**src/rtl/pm_regs_pkg.sv**
```systemverilog
`timescale 1ns/1ps
package pm_regs_pkg;
  localparam int unsigned OFF_W = 6;
  localparam logic [OFF_W-1:0] OFF_STS = 6'h00;
  localparam logic [OFF_W-1:0] OFF_EN  = 6'h02;
  localparam logic [OFF_W-1:0] OFF_CTL = 6'h04;
  localparam logic [OFF_W-1:0] OFF_TMR = 6'h08;

  localparam int unsigned BIT_TMR = 0;
  localparam int unsigned BIT_GBL = 5;
  localparam int unsigned BIT_PWR = 8;
  localparam int unsigned BIT_RTC = 10;
  localparam int unsigned N_EV    = 3;

  localparam int unsigned CTL_MODE = 0;
  localparam int unsigned CTL_SUSP = 13;
  localparam int unsigned CTL_TYP_LO = 10;

  localparam logic [7:0] CMD_ON  = 8'hF1;
  localparam logic [7:0] CMD_OFF = 8'hF0;

  localparam logic [15:0] SRC_MASK = 16'h0521;

  // status position of strobed event i (0 = rtc, 1 = power button, 2 = global)
  function automatic int unsigned ev_pos(input int unsigned i);
    case (i)
      0:       ev_pos = BIT_RTC;
      1:       ev_pos = BIT_PWR;
      default: ev_pos = BIT_GBL;
    endcase
  endfunction
endpackage

```
**src/rtl/pm_timer.sv**
```systemverilog
`timescale 1ns/1ps
module pm_timer #(
  parameter int unsigned CNT_W     = 32,
  parameter int unsigned STEP_LOG2 = 23
) (
  input  logic             clk,
  input  logic             rst_n,
  input  logic             tick,
  input  logic             move_pt,
  output logic [CNT_W-1:0] cnt,
  output logic [CNT_W-1:0] pt,
  output logic             hit
);
  localparam logic [CNT_W-1:0] STEP   = CNT_W'(1) << STEP_LOG2;
  localparam logic [CNT_W-1:0] LOW_MK = STEP - CNT_W'(1);

  logic [CNT_W-1:0] cnt_q, pt_q, pt_nxt;

  assign pt_nxt = (cnt_q + STEP) & ~LOW_MK;

  always_ff @(posedge clk) begin
    if (!rst_n) begin
      cnt_q <= '0;
      pt_q  <= STEP;
    end else begin
      if (tick)    cnt_q <= cnt_q + CNT_W'(1);
      if (move_pt) pt_q  <= pt_nxt;
    end
  end

  assign cnt = cnt_q;
  assign pt  = pt_q;
  assign hit = (cnt_q >= pt_q);
endmodule

```
**src/rtl/pm_status.sv**
```systemverilog
`timescale 1ns/1ps
module pm_status
  import pm_regs_pkg::*;
(
  input  logic        clk,
  input  logic        rst_n,
  input  logic [N_EV-1:0] ev,
  input  logic        tmr_hit,
  input  logic        wr,
  input  logic [15:0] wdata,
  output logic        move_pt,
  output logic [15:0] sts
);
  logic [N_EV-1:0] ev_q;
  logic            tmr_q;

  for (genvar g = 0; g < N_EV; g++) begin : g_ev
    localparam int unsigned POS = ev_pos(g);
    logic clr;
    assign clr = wr && wdata[POS];
    always_ff @(posedge clk) begin
      if (!rst_n)      ev_q[g] <= 1'b0;
      else if (ev[g])  ev_q[g] <= 1'b1;
      else if (clr)    ev_q[g] <= 1'b0;
    end
  end

  logic tmr_clr;
  assign tmr_clr = wr && wdata[BIT_TMR];
  assign move_pt = tmr_clr && tmr_q;

  always_ff @(posedge clk) begin
    if (!rst_n)       tmr_q <= 1'b0;
    else if (tmr_clr) tmr_q <= 1'b0;
    else if (tmr_hit) tmr_q <= 1'b1;
  end

  always_comb begin
    sts = '0;
    sts[BIT_TMR] = tmr_q;
    for (int i = 0; i < N_EV; i++) sts[ev_pos(i)] = ev_q[i];
  end
endmodule

```
**src/rtl/pm_ctrl.sv**
```systemverilog
`timescale 1ns/1ps
module pm_ctrl
  import pm_regs_pkg::*;
(
  input  logic        clk,
  input  logic        rst_n,
  input  logic        wr_en,
  input  logic        wr_ctl,
  input  logic [15:0] wdata,
  input  logic        smi_wr,
  input  logic [7:0]  smi_data,
  output logic [15:0] en,
  output logic [15:0] ctl,
  output logic        off_req
);
  logic [15:0] en_q, ctl_q, ctl_base, ctl_nxt;
  logic        off_q;

  always_comb begin
    ctl_base = ctl_q;
    if (wr_ctl) begin
      ctl_base = wdata;
      ctl_base[CTL_SUSP] = 1'b0;
    end
    ctl_nxt = ctl_base;
    if (smi_wr && smi_data == CMD_ON)  ctl_nxt[CTL_MODE] = 1'b1;
    if (smi_wr && smi_data == CMD_OFF) ctl_nxt[CTL_MODE] = 1'b0;
  end

  always_ff @(posedge clk) begin
    if (!rst_n) begin
      en_q  <= '0;
      ctl_q <= '0;
      off_q <= 1'b0;
    end else begin
      if (wr_en) en_q <= wdata;
      ctl_q <= ctl_nxt;
      off_q <= wr_ctl && wdata[CTL_SUSP] && (wdata[CTL_TYP_LO+1:CTL_TYP_LO] == 2'b00);
    end
  end

  assign en      = en_q;
  assign ctl     = ctl_q;
  assign off_req = off_q;
endmodule

```
**src/rtl/pm_fixed_regs.sv**
```systemverilog
`timescale 1ns/1ps
module pm_fixed_regs
  import pm_regs_pkg::*;
#(
  parameter int unsigned ADDR_W    = 16,
  parameter int unsigned CNT_W     = 32,
  parameter int unsigned STEP_LOG2 = 23,
  parameter int unsigned RD_W      = 24
) (
  input  logic              clk,
  input  logic              rst_n,
  input  logic              tick,
  input  logic              ev_rtc,
  input  logic              ev_pwr,
  input  logic              ev_gbl,
  input  logic [ADDR_W-1:0] acc_addr,
  input  logic              acc_wide,
  input  logic              acc_wr,
  input  logic [15:0]       acc_wdata,
  output logic [31:0]       acc_rdata,
  input  logic              smi_wr,
  input  logic [7:0]        smi_data,
  output logic              sci,
  output logic              off_req
);
  localparam int unsigned PAD_W = 32 - RD_W;

  logic [OFF_W-1:0] off;
  logic             wr16, wr_sts, wr_en, wr_ctl, move_pt, hit;
  logic [CNT_W-1:0] cnt, pt;
  logic [15:0]      sts, en, ctl;
  logic             unused_addr;

  assign off         = acc_addr[OFF_W-1:0];
  assign unused_addr = ^acc_addr[ADDR_W-1:OFF_W];
  assign wr16   = acc_wr && !acc_wide;
  assign wr_sts = wr16 && off == OFF_STS;
  assign wr_en  = wr16 && off == OFF_EN;
  assign wr_ctl = wr16 && off == OFF_CTL;

  pm_timer #(.CNT_W(CNT_W), .STEP_LOG2(STEP_LOG2)) u_timer (
    .clk(clk), .rst_n(rst_n), .tick(tick), .move_pt(move_pt),
    .cnt(cnt), .pt(pt), .hit(hit)
  );

  pm_status u_status (
    .clk(clk), .rst_n(rst_n), .ev({ev_gbl, ev_pwr, ev_rtc}), .tmr_hit(hit),
    .wr(wr_sts), .wdata(acc_wdata), .move_pt(move_pt), .sts(sts)
  );

  pm_ctrl u_ctrl (
    .clk(clk), .rst_n(rst_n), .wr_en(wr_en), .wr_ctl(wr_ctl), .wdata(acc_wdata),
    .smi_wr(smi_wr), .smi_data(smi_data), .en(en), .ctl(ctl), .off_req(off_req)
  );

  assign sci = |(sts & en & SRC_MASK);

  always_comb begin
    acc_rdata = '0;
    if (!acc_wide) begin
      case (off)
        OFF_STS: acc_rdata = {16'h0, sts};
        OFF_EN:  acc_rdata = {16'h0, en};
        OFF_CTL: acc_rdata = {16'h0, ctl};
        default: acc_rdata = '0;
      endcase
    end else if (off == OFF_TMR) begin
      acc_rdata = {{PAD_W{1'b0}}, cnt[RD_W-1:0]};
    end
  end
endmodule

```
**config.mk**
```make
export PLATFORM = sky130hd
export DESIGN_NAME = pm_fixed_regs
export DESIGN_NICKNAME = d
export VERILOG_FILES = /design/src/rtl/pm_regs_pkg.sv /design/src/rtl/pm_timer.sv /design/src/rtl/pm_status.sv /design/src/rtl/pm_ctrl.sv /design/src/rtl/pm_fixed_regs.sv
export SDC_FILE = /design/constraint.sdc
export NUM_CORES = 1
export LEC_CHECK = 0
export ABC_AREA = 1
export BUFFER_PORTS_ARGS = -buffer_cell sky130_fd_sc_hd__buf_4
export CELL_PAD_IN_SITES_DETAIL_PLACEMENT = 0
export CELL_PAD_IN_SITES_GLOBAL_PLACEMENT = 1
export CORE_MARGIN = 1.5
export CORE_UTILIZATION = 35
export CTS_CLUSTER_DIAMETER = 60
export CTS_CLUSTER_SIZE = 28
export DETAILED_ROUTE_END_ITERATION = 10
export PLACE_DENSITY_LB_ADDON = 0.1
export SKIP_LAST_GASP = 1
export SLEW_MARGIN = 20
export SYNTH_ARGS = -nofsm -noshare
export SYNTH_HDL_FRONTEND = slang
export SYNTH_SLANG_ARGS = --single-unit
```
**constraint.sdc**
```tcl
create_clock -name clk -period 1.2 [get_ports clk]
set_input_delay 0.12 -clock clk [delete_from_list [all_inputs] [get_ports clk]]
set_output_delay 0.12 -clock clk [all_outputs]
set_load 0.1 [all_outputs]
```
==> flow_summary.json, run 1 <==
{
  "postRouteAntennaNets": 0,
  "post-route-worst-setup-slack_ns": -0.2663,
  "post_dp_cell_area_um2": 6222,
  "worst-r2r-cell-count": 7,
  "hold_violations": 0,
  "max_freq_ghz": 0.6820,
  "slowest_stage": "buf_12",
  "max_cap_viol_count": 0,
  "cp.arrival_ns": 1.35,
  "fin_crit_sh_pct": 122.2,
  "required_ns": 1.08,
  "rsz0062_at_grt": "yes",
  "dieArea_um2": 13510,
  "h-tree-depth": 3,
  "r2r-start": "u_timer.cnt[0]",
  "grt_max_degree": 43,
  "reg2reg_slack_ns": -0.20,
  "place.gp.congestion": 0.8156,
  "antenna_found_initial": 0,
  "setup_viol": 54,
  "ys_seq_elements": 77,
  "cp-end-kind": "output port",
  "synth_top_cell_area_share_pct": 34.35,
  "hold_path_end": "u_ctrl.ctl[1]",
  "p_leak_nw": 3.440,
  "hold_path_class": "in -> reg",
  "synth_area_um2": 4488,
  "path_cells": "buf_8 -> nor2_4 -> nand2_4 -> nor4_4 -> buf_6 -> inv_8 -> buf_12 -> o21ai_4 -> buf_12",
  "drtIter0Drc": 225,
  "run_status": "complete, but fails checks",
  "yosysTopAreaCell": "dfxtp_1",
  "crit_path_frequent_cell": "buf_12",
  "synthSimpleGateAreaFrac_pct": 40.54,
  "yosysWarnings": 0,
  "ys_seq_area_share_pct": 34.35,
  "layout.nets": 953,
  "grtUsageMet1_pct": 34.08,
  "layout_common_cells": "nand2_1, buf_4, nor2_1",
  "grt.overflow.total": 0,
  "insertion_delay_ns": 0.35,
  "hpwl_um": 10980,
  "cts_sinks": 77,
  "violations": "negative setup slack",
  "final_common_cell": "nand2_1",
  "yosys.area_share.adder_pct": 3.345,
  "final_max_slew_viol_count": 0,
  "core_area_um2": 12570,
  "drive_gt1_share_pct": 43.70,
  "peakVddDrop_v": 0.0004887,
  "root_buffer": "clkbuf_16",
  "grt_pass1_wl_um": 24920,
  "cts_tree": "done",
  "synth_top_family_by_area": "simple AND/OR/NAND/NOR gates",
  "synth_area_leaders": "dfxtp_1, nand2_1, nor2_1, nand3_1, o21ai_0",
  "pin_count": 83,
  "rows": 41,
  "met2_usage_pct": 37.96,
  "start_util_pct": 35.71,
  "drt_wl_total_um": 15490,
  "synth_mux_area_share_pct": 0,
  "crit_path_max_fanout": 5,
  "vias_per_cell": 4.727,
  "finalInstanceArea_um2": 7815,
  "port_buffers": 64,
  "p_per_area_nw_per_um2": 762.3,
  "drc": 0,
  "area_growth_pct": 74.13,
  "antenna_cells": 0,
  "wl_per_cell_um": 14.49,
  "max_stage_delay_ns": 0.19,
  "synthXorXnorAreaFrac_pct": 1.171,
  "yosysUniqueCellTypes": 30,
  "startpoint_type": "input pin",
  "min_from": "acc_wdata[1]",
  "die_h_um": 116.2,
  "cts_made_buffers": 9,
  "synth_area_per_cell_um2": 6.208,
  "grt_pass1_vias": 4926,
  "clk_path_buf_depth": 2,
  "worstSetupPathType": "in -> out",
  "busiest_layer": "met2",
  "r2r-end": "u_timer.cnt[22]",
  "grt_use_met3_pct": 2.854,
  "die_width_um": 116.2,
  "clkSlewWorstSetupHoldPaths_ns": 0.06,
  "nFillCells": 1147,
  "syn_inst": 723,
  "drt_first_pass_iters": 4,
  "fin_hold_ws_ns": 0.002523,
  "fin_crit_ns": 1.466,
  "hold_path_depth": 3,
  "fin_skew_ns": 0.003208,
  "num_vias": 5053,
  "final_core_util_pct": 62.18,
  "track_usage_pct": 23.93,
  "synth_compound_area_share_pct": 9.841
}
-- how the worst max path moves through the flow --
stage                start             to  slack [ns]  cells past startpoint
2_1_floorplan  acc_addr[5]  acc_rdata[15]       -0.33                      6
3_3_place_gp   acc_addr[5]   acc_rdata[5]       -0.39                      8
3_5_place_dp   acc_addr[3]  acc_rdata[14]       -0.38                     10
4_1_cts        acc_addr[5]  acc_rdata[12]       -0.30                      8
5_1_grt        acc_addr[5]  acc_rdata[12]       -0.31                      9
6_report       acc_addr[5]  acc_rdata[12]       -0.27                      9
-- power by group --
part	total [mW]	switching, mW	internal (mW)
logic	0.597	0.365	0.232
registers	2.58	0.0193	2.56
clock network	2.78	1.12	1.66
-- state kept, by name (all words and copies together), names as in the netlist --
| name | cells |
|---|---|
| u_timer.cnt | 32 |
| u_ctrl.en | 16 |
| u_ctrl.ctl | 15 |
| u_timer.pt | 9 |
| u_status.sts | 3 |
| u_ctrl.off_req | 1 |
| u_status.tmr_q | 1 |
-- layer usage --
layer	routed length, µm	vias up	part of all wire, %
li1	-	2630	-
met1	7569	2336	49
met2	7242	74	47
met3	484	13	3.1
met4	195	0	1.3
met5	0	-	0
-- synth_stat cells --
cell type	count
a211oi_1	1
a21oi_1	23
buf_2	8
buf_4	9
buf_6	1
clkbuf_1	16
clkinv_1	1
conb_1	1
dfxtp_1	77
ha_1	12
inv_1	78
inv_2	1
nand2_1	170
nand2_2	2
nand2_4	2
nand3_1	62
nand3b_1	1
nand4_1	5
nor2_1	149
nor2_4	3
nor2_8	1
nor3_1	28
nor3_4	1
nor4_1	1
nor4_4	1
o21ai_0	61
o21bai_1	1
o22ai_1	1
xnor2_1	1
xor2_1	5
-- layout make-up --
type / count / area (µm²) / share of cell area, %
Multi-Input combinational cell: 539 / 3415 / 43.69
Timing Repair Buffer: 185 / 1952 / 24.98
Sequential cell: 77 / 1612 / 20.62
Inverter: 80 / 327.8 / 4.195
Clock buffer: 12 / 246.5 / 3.154
Tap cell: 172 / 215.2 / 2.754
Clock inverter: 4 / 47.55 / 0.6084
-- critical path, delay by kind of cell --
kind	cells	cell delay (ns)
buffers and inverters	5	0.65
AND/OR/NAND/NOR	3	0.37
AO/OA/AOI/OAI	1	0.18
-- repair_timing --
item,4_1_cts,5_1_grt
cloned,1,3
pin swaps,38,54
hold buffers,2,0
hold endpoints to repair,2,0
setup buffers,11,10
setup endpoints to repair,58,76
resized for setup,186,125
-- kinds of logic after synthesis --
family                   count (synthesis)
AND/OR/NAND/NOR                        426
buffers and inverters                  114
AO/OA/AOI/OAI                           87
flip-flops                              77
adder cells (fa/ha/maj)                 12
XOR/XNOR                                 6
other                                    1
-- per-stage QoR --
stage | TNS, ns | total power [mW] | instances | setup WS [ns]
3_3_place_gp | -22.07 | 3.176 | 1028 | -0.3937
5_1_grt | -12.30 | 6.194 | 1069 | -0.3115
6_report | -7.999 | 5.958 | 1069 | -0.2663
4_1_cts | -8.790 | 5.986 | 1058 | -0.2986
3_5_place_dp | -22.21 | 3.180 | 1028 | -0.3783
2_1_floorplan | -6.476 | 2.945 | 730 | -0.3309
No activity file was read; power rests on OpenSTA's default activity.
==> run 2: changes to the inputs <==
- CORE_UTILIZATION: 35 -> 36
- REMOVE_ABC_BUFFERS: default -> 1
- SYNTH_HIERARCHICAL: default -> 1
==> run 2 against run 1 <==
  * The flow still finishes with violations (negative setup slack)
  * Core utilization increased by 1.6 points
  * Wire length increased by 10%
  * Worst hold slack improved by 0.011 ns
  * Non-clock buffer count increased by 40
  * Worst setup slack improved by 0.042 ns
  * Fmax increased by 3.0%
  * Count of clock-buffer cells in the layout decreased by 1
  * Synthesized cell count increased by 5.3%
  * Sequential power about the same
  * Cell count increased by 7.2%
  * Global-route usage decreased by 0.12 points
  * Critical path type unchanged
  * Critical endpoint is now acc_rdata[15]
  * Largest cell class unchanged
==> flow_summary.json, run 2 <==
{
  "grt_pass1_wl_um": 27090,
  "hold_path_class": "in -> reg",
  "drc": 0,
  "clk_path_buf_depth": 2,
  "largest_register_ffs": 32,
  "run_status": "complete, but fails checks",
  "hold_path_end": "u_status/sts[5]",
  "pin_count": 83,
  "grt_max_degree": 35,
  "met2_usage_pct": 40.23,
  "fin_crit_ns": 1.424,
  "fin_crit_sh_pct": 118.7,
  "max_freq_ghz": 0.7021,
  "rsz0062_at_grt": "yes",
  "seqCellArea_um2": 1623,
  "die_h_um": 119.5,
  "antenna_cells": 0,
  "grt_pass1_vias": 5555,
  "port_buffers": 64,
  "nFillCells": 1155,
  "syn_inst": 761,
  "h-tree-depth": 3,
  "reg2reg_slack_ns": -0.20,
  "violations": "negative setup slack",
  "insertion_delay_ns": 0.35,
  "fin_skew_ns": 0.005306,
  "area_growth_pct": 72.98,
  "synth_area_per_cell_um2": 6.420,
  "p_per_area_nw_per_um2": 786.7,
  "peakVddDrop_v": 0.0006920,
  "drt_wl_total_um": 17100,
  "layout_common_cells": "buf_4, nand2_1, nor2_1",
  "drt_first_pass_iters": 5,
  "final_core_util_pct": 63.82,
  "core_area_um2": 13240,
  "busiest_layer": "met2",
  "max_cap_viol_count": 0,
  "r2r-end": "u_timer/cnt[23]",
  "antenna_found_initial": 0,
  "clkSlewWorstSetupHoldPaths_ns": 0.06,
  "min_from": "ev_gbl",
  "required_ns": 1.08,
  "slew_headroom_pct": 59.07,
  "final_max_slew_viol_count": 0,
  "cts_sinks": 77,
  "num_vias": 5662,
  "crit_path_max_fanout": 8,
  "cp-end-kind": "output port",
  "tns_ns": -9.826,
  "wl_per_cell_um": 14.92,
  "final_common_cell": "buf_4",
  "worst-r2r-cell-count": 9,
  "hpwl_um": 11550,
  "root_buffer": "clkbuf_16",
  "hold_path_depth": 3,
  "cts_made_buffers": 9,
  "start_util_pct": 36.90,
  "grt.overflow.total": 0,
  "layout.nets": 1026,
  "cts_tree": "done",
  "drtIter0Drc": 305,
  "worstSetupPathType": "in -> out",
  "tightest_slew_ns": 0.6133,
  "post-route-worst-setup-slack_ns": -0.2242,
  "multi_input_comb_area_um2": 3536,
  "track_usage_pct": 23.81,
  "startpoint_type": "input pin",
  "yosysWarnings": 6,
  "rows": 42,
  "place.gp.congestion": 0.9102,
  "hold_violations": 0,
  "drive_gt1_share_pct": 48.25,
  "vias_per_cell": 4.941,
  "synth_area_um2": 4886,
  "r2r-start": "u_timer/cnt[0]",
  "grt_use_met3_pct": 3.375,
  "grtUsageMet1_pct": 30.88,
  "postRouteAntennaNets": 0,
  "p_leak_nw": 3.768,
  "setup_viol": 75,
  "cp.arrival_ns": 1.30,
  "die_width_um": 119.5,
  "dieArea_um2": 14280
}
-- run 2: cell types whose count changed in the layout (fill, tap and decap cells not counted), moves of 17 or more --
cell	previous run	this run
buf_4	117	139
nand2_1	131	113
nor3_1	21	4
nand4_1	5	56
nand2_2	23	40
buf_6	30	47
-- run 2: timing repair --
action	CTS	global route
endpoints found under the hold margin	1	0
setup buffers	23	24
endpoints found under the setup margin	61	86
pin swaps	60	84
hold buffers	1	0
gates cloned	3	2
gates resized for setup	262	150
-- run 2: worst max path at each step --
stage / from / to / slack (ns) / cells past startpoint
floorplan: acc_addr[5] / u_ctrl/en[10] / -1.61 / 6
global placement: acc_addr[5] / u_timer/pt[24] / -0.38 / 10
detailed placement: acc_addr[5] / u_timer/pt[31] / -0.39 / 11
CTS: acc_addr[1] / acc_rdata[16] / -0.28 / 10
global route: u_timer/pt[28] / u_status/tmr_q / -0.32 / 10
finish: acc_addr[0] / acc_rdata[15] / -0.22 / 10
-- run 2: metrics by stage --
step	total power, mW	instances	setup WS [ns]	hold WS, ns	instance area, µm²
2_1_floorplan	2.920	728	-1.610	0.1897	4626
3_3_place_gp	3.239	1081	-0.3821	0.3147	6218
3_5_place_dp	3.248	1081	-0.3896	0.3181	6218
4_1_cts	6.632	1124	-0.2798	0.0006629	7749
5_1_grt	6.856	1146	-0.3214	0.02090	8452
6_report	6.649	1146	-0.2242	0.01316	8452
-- run 2: where the power goes --
part	switching [mW]	internal [mW]	leakage, nW	total [mW]
registers	0.0188	2.55	0.643	2.57
logic	0.457	0.326	2.95	0.783
clock network	1.15	2.15	0.172	3.30
total	1.63	5.02	3.77	6.65
-- run 2: layer usage --
metal | vias up | routed length, µm
met5 | - | 0
met3 | 25 | 672
met1 | 2671 | 7625
met2 | 125 | 8485
met4 | 0 | 321
li1 | 2841 | -
-- run 2: final cells by class --
cell class / count / area share [%]
Tap cell: 176 / 2.605
Timing Repair Buffer: 225 / 27.70
Clock inverter: 5 / 1.258
Inverter: 86 / 4.323
Multi-Input combinational cell: 565 / 41.84
Timing Repair inverter: 1 / 0.08882
Sequential cell: 77 / 19.20
Clock buffer: 11 / 2.990
-- run 2: critical path, cell delays in order --
cell     delay, ns
buf_8         0.10
nor2_4        0.12
buf_6         0.12
buf_4         0.13
buf_4         0.16
nand4_1       0.10
nand3_1       0.10
nand2_1       0.07
nand2_2       0.10
buf_12        0.18
==> run 3: changes to the inputs <==
- HOLD_SLACK_MARGIN: default -> 0.02
==> run 3 against run 2 <==
  * The flow still finishes with violations (negative setup slack)
  * Wire length grew 0.12%
  * Clock skew is essentially flat
  * Cell count grew 0.96%
  * Via count grew 2.2%
  * Critical endpoint is now acc_rdata[1]
  * Largest cell class unchanged
==> flow_summary.json, run 3 (synthesized netlist as in run 2, its figures left out) <==
{
  "combPwrFrac_pct": 12.1,
  "run_status": "complete, but fails checks",
  "grt_use_met3_pct": 3.279,
  "seqPwrFrac_pct": 38.5,
  "grtUsageMet1_pct": 30.99,
  "busiest_layer": "met2",
  "grt_max_degree": 35,
  "place.gp.congestion": 0.9102,
  "fin_crit_ns": 1.435,
  "rsz0062_at_grt": "yes",
  "drt_first_pass_iters": 6,
  "peakVddDrop_v": 0.0006922,
  "grt_pass1_wl_um": 27230,
  "clkSlewWorstSetupHoldPaths_ns": 0.06,
  "multi_input_comb_area_um2": 3493,
  "hold_path_class": "in -> reg",
  "port_buffers": 64,
  "required_ns": 1.08,
  "slew_headroom_pct": 60.71,
  "layout_common_cells": "buf_4, nand2_1, nor2_1",
  "drt_wl_total_um": 17120,
  "wl_per_cell_um": 14.80,
  "drc": 0,
  "max_freq_ghz": 0.6968,
  "layout.nets": 1037,
  "core_area_um2": 13240,
  "cts_made_buffers": 9,
  "pin_count": 83,
  "post-route-worst-setup-slack_ns": -0.2352,
  "root_buffer": "clkbuf_16",
  "fin_skew_ns": 0.005571,
  "crit_path_max_fanout": 9,
  "startpoint_type": "input pin",
  "tns_ns": -9.283,
  "swShare_pct": 24.22,
  "final_max_slew_viol_count": 0,
  "cts_sinks": 77,
  "fin_hold_ws_ns": 0.01903,
  "worstSetupPathType": "in -> out",
  "intPower_mw": 5.048,
  "insertion_delay_ns": 0.34,
  "h-tree-depth": 3,
  "power.share.clock_pct": 49.3,
  "drtIter0Drc": 302,
  "seqCellArea_um2": 1623,
  "fin_crit_sh_pct": 119.6,
  "track_usage_pct": 23.93,
  "dieArea_um2": 14280,
  "rows": 42,
  "drive_gt1_share_pct": 46.89,
  "vias_per_cell": 5.000,
  "nFillCells": 1164,
  "hold_violations": 0,
  "hpwl_um": 11550,
  "area_growth_pct": 73.91,
  "cts_tree": "done",
  "met2_usage_pct": 40.59,
  "p_per_area_nw_per_um2": 784.0,
  "final_common_cell": "buf_4",
  "max_cap_viol_count": 0,
  "cp.arrival_ns": 1.32,
  "dpl_worst_slack_ns": -0.3896,
  "violations": "negative setup slack",
  "grt_pass1_vias": 5591,
  "grt.overflow.total": 0,
  "tightest_slew_ns": 0.5886,
  "start_util_pct": 36.90,
  "postRouteAntennaNets": 0,
  "clk_path_buf_depth": 2,
  "cp-end-kind": "output port",
  "final_core_util_pct": 64.16,
  "die_h_um": 119.5,
  "switchingPower_mw": 1.613,
  "setup_viol": 66,
  "die_width_um": 119.5,
  "largest_register_ffs": 32,
  "antenna_cells": 0,
  "p_leak_nw": 3.805,
  "num_vias": 5785,
  "antenna_found_initial": 0
}
[run 3: changes by cell type in the layout (fill, tap and decap cells not counted)]
| cell | previous run | this run |
|---|---|---|
| clkbuf_16 | 11 | 10 |
| nand3_2 | 21 | 20 |
| nor2_2 | 13 | 11 |
| buf_8 | 5 | 6 |
| buf_6 | 47 | 45 |
| nor2_4 | 43 | 37 |
| dlygate4sd3_1 | 1 | 12 |
| nor2_1 | 102 | 110 |
| inv_4 | 6 | 5 |
| buf_4 | 139 | 140 |
| inv_2 | 9 | 10 |
| buf_2 | 0 | 1 |
| nand3_4 | 2 | 3 |
[run 3: power by group through the flow]
stage / sequential, mW / clock, mW / combinational, mW
detailed placement: 2.64 / 0 / 0.605
global placement: 2.64 / 0 / 0.596
global route: 2.57 / 3.46 / 0.859
finish: 2.57 / 3.29 / 0.809
floorplan: 2.64 / 0 / 0.277
CTS: 2.59 / 3.35 / 0.727
[run 3: metrics by stage]
step	power, mW	instances	area [µm²]
5_1_grt	6.886	1157	8497
3_5_place_dp	3.248	1081	6218
2_1_floorplan	2.920	728	4626
4_1_cts	6.660	1135	7859
6_report	6.661	1157	8497
3_3_place_gp	3.239	1081	6218
[run 3: repair_timing]
action,CTS,global route
endpoints found under the setup margin,61,86
pin swaps,60,90
gates cloned,3,2
buffers inserted,23,24
hold buffers,12,0
resized for setup,262,136
endpoints found under the hold margin,18,0
[run 3: cell type report]
cell class	count	area share, %
Clock buffer	11	2.975
Clock inverter	5	1.252
Inverter	86	4.270
Multi-Input combinational cell	565	41.11
Sequential cell	77	19.10
Tap cell	176	2.592
Timing Repair Buffer	236	28.61
Timing Repair inverter	1	0.08835
[run 3: path summary, 6_finish.rpt]
| path | startpoint | endpoint | slack [ns] | cells after the start |
|---|---|---|---|---|
| worst max-delay path | acc_addr[5] | acc_rdata[1] | -0.24 | 10 |
| worst min-delay path | ev_pwr | u_status/sts[8] | 0.02 | 3 |
| worst max register to register | u_timer/cnt[0] | u_timer/cnt[15] | -0.21 | 9 |
| worst min register to register | u_ctrl/ctl[10] | u_ctrl/ctl[10] | 0.49 | 1 |
[run 3: worst max-delay path, stage by stage]
cell     delay, ns
buf_6         0.09
nor2_4        0.11
buf_6         0.13
buf_4         0.13
buf_4         0.15
nand4_1       0.09
nand3_1       0.10
nand2_1       0.10
nand2_2       0.11
buf_12        0.17
[run 3: routing by layer]
metal  part of all wire, %  wire (µm)
met2                    50       8600
met5                     0          0
met4                   1.8        314
met1                    44       7605
met3                   3.5        603
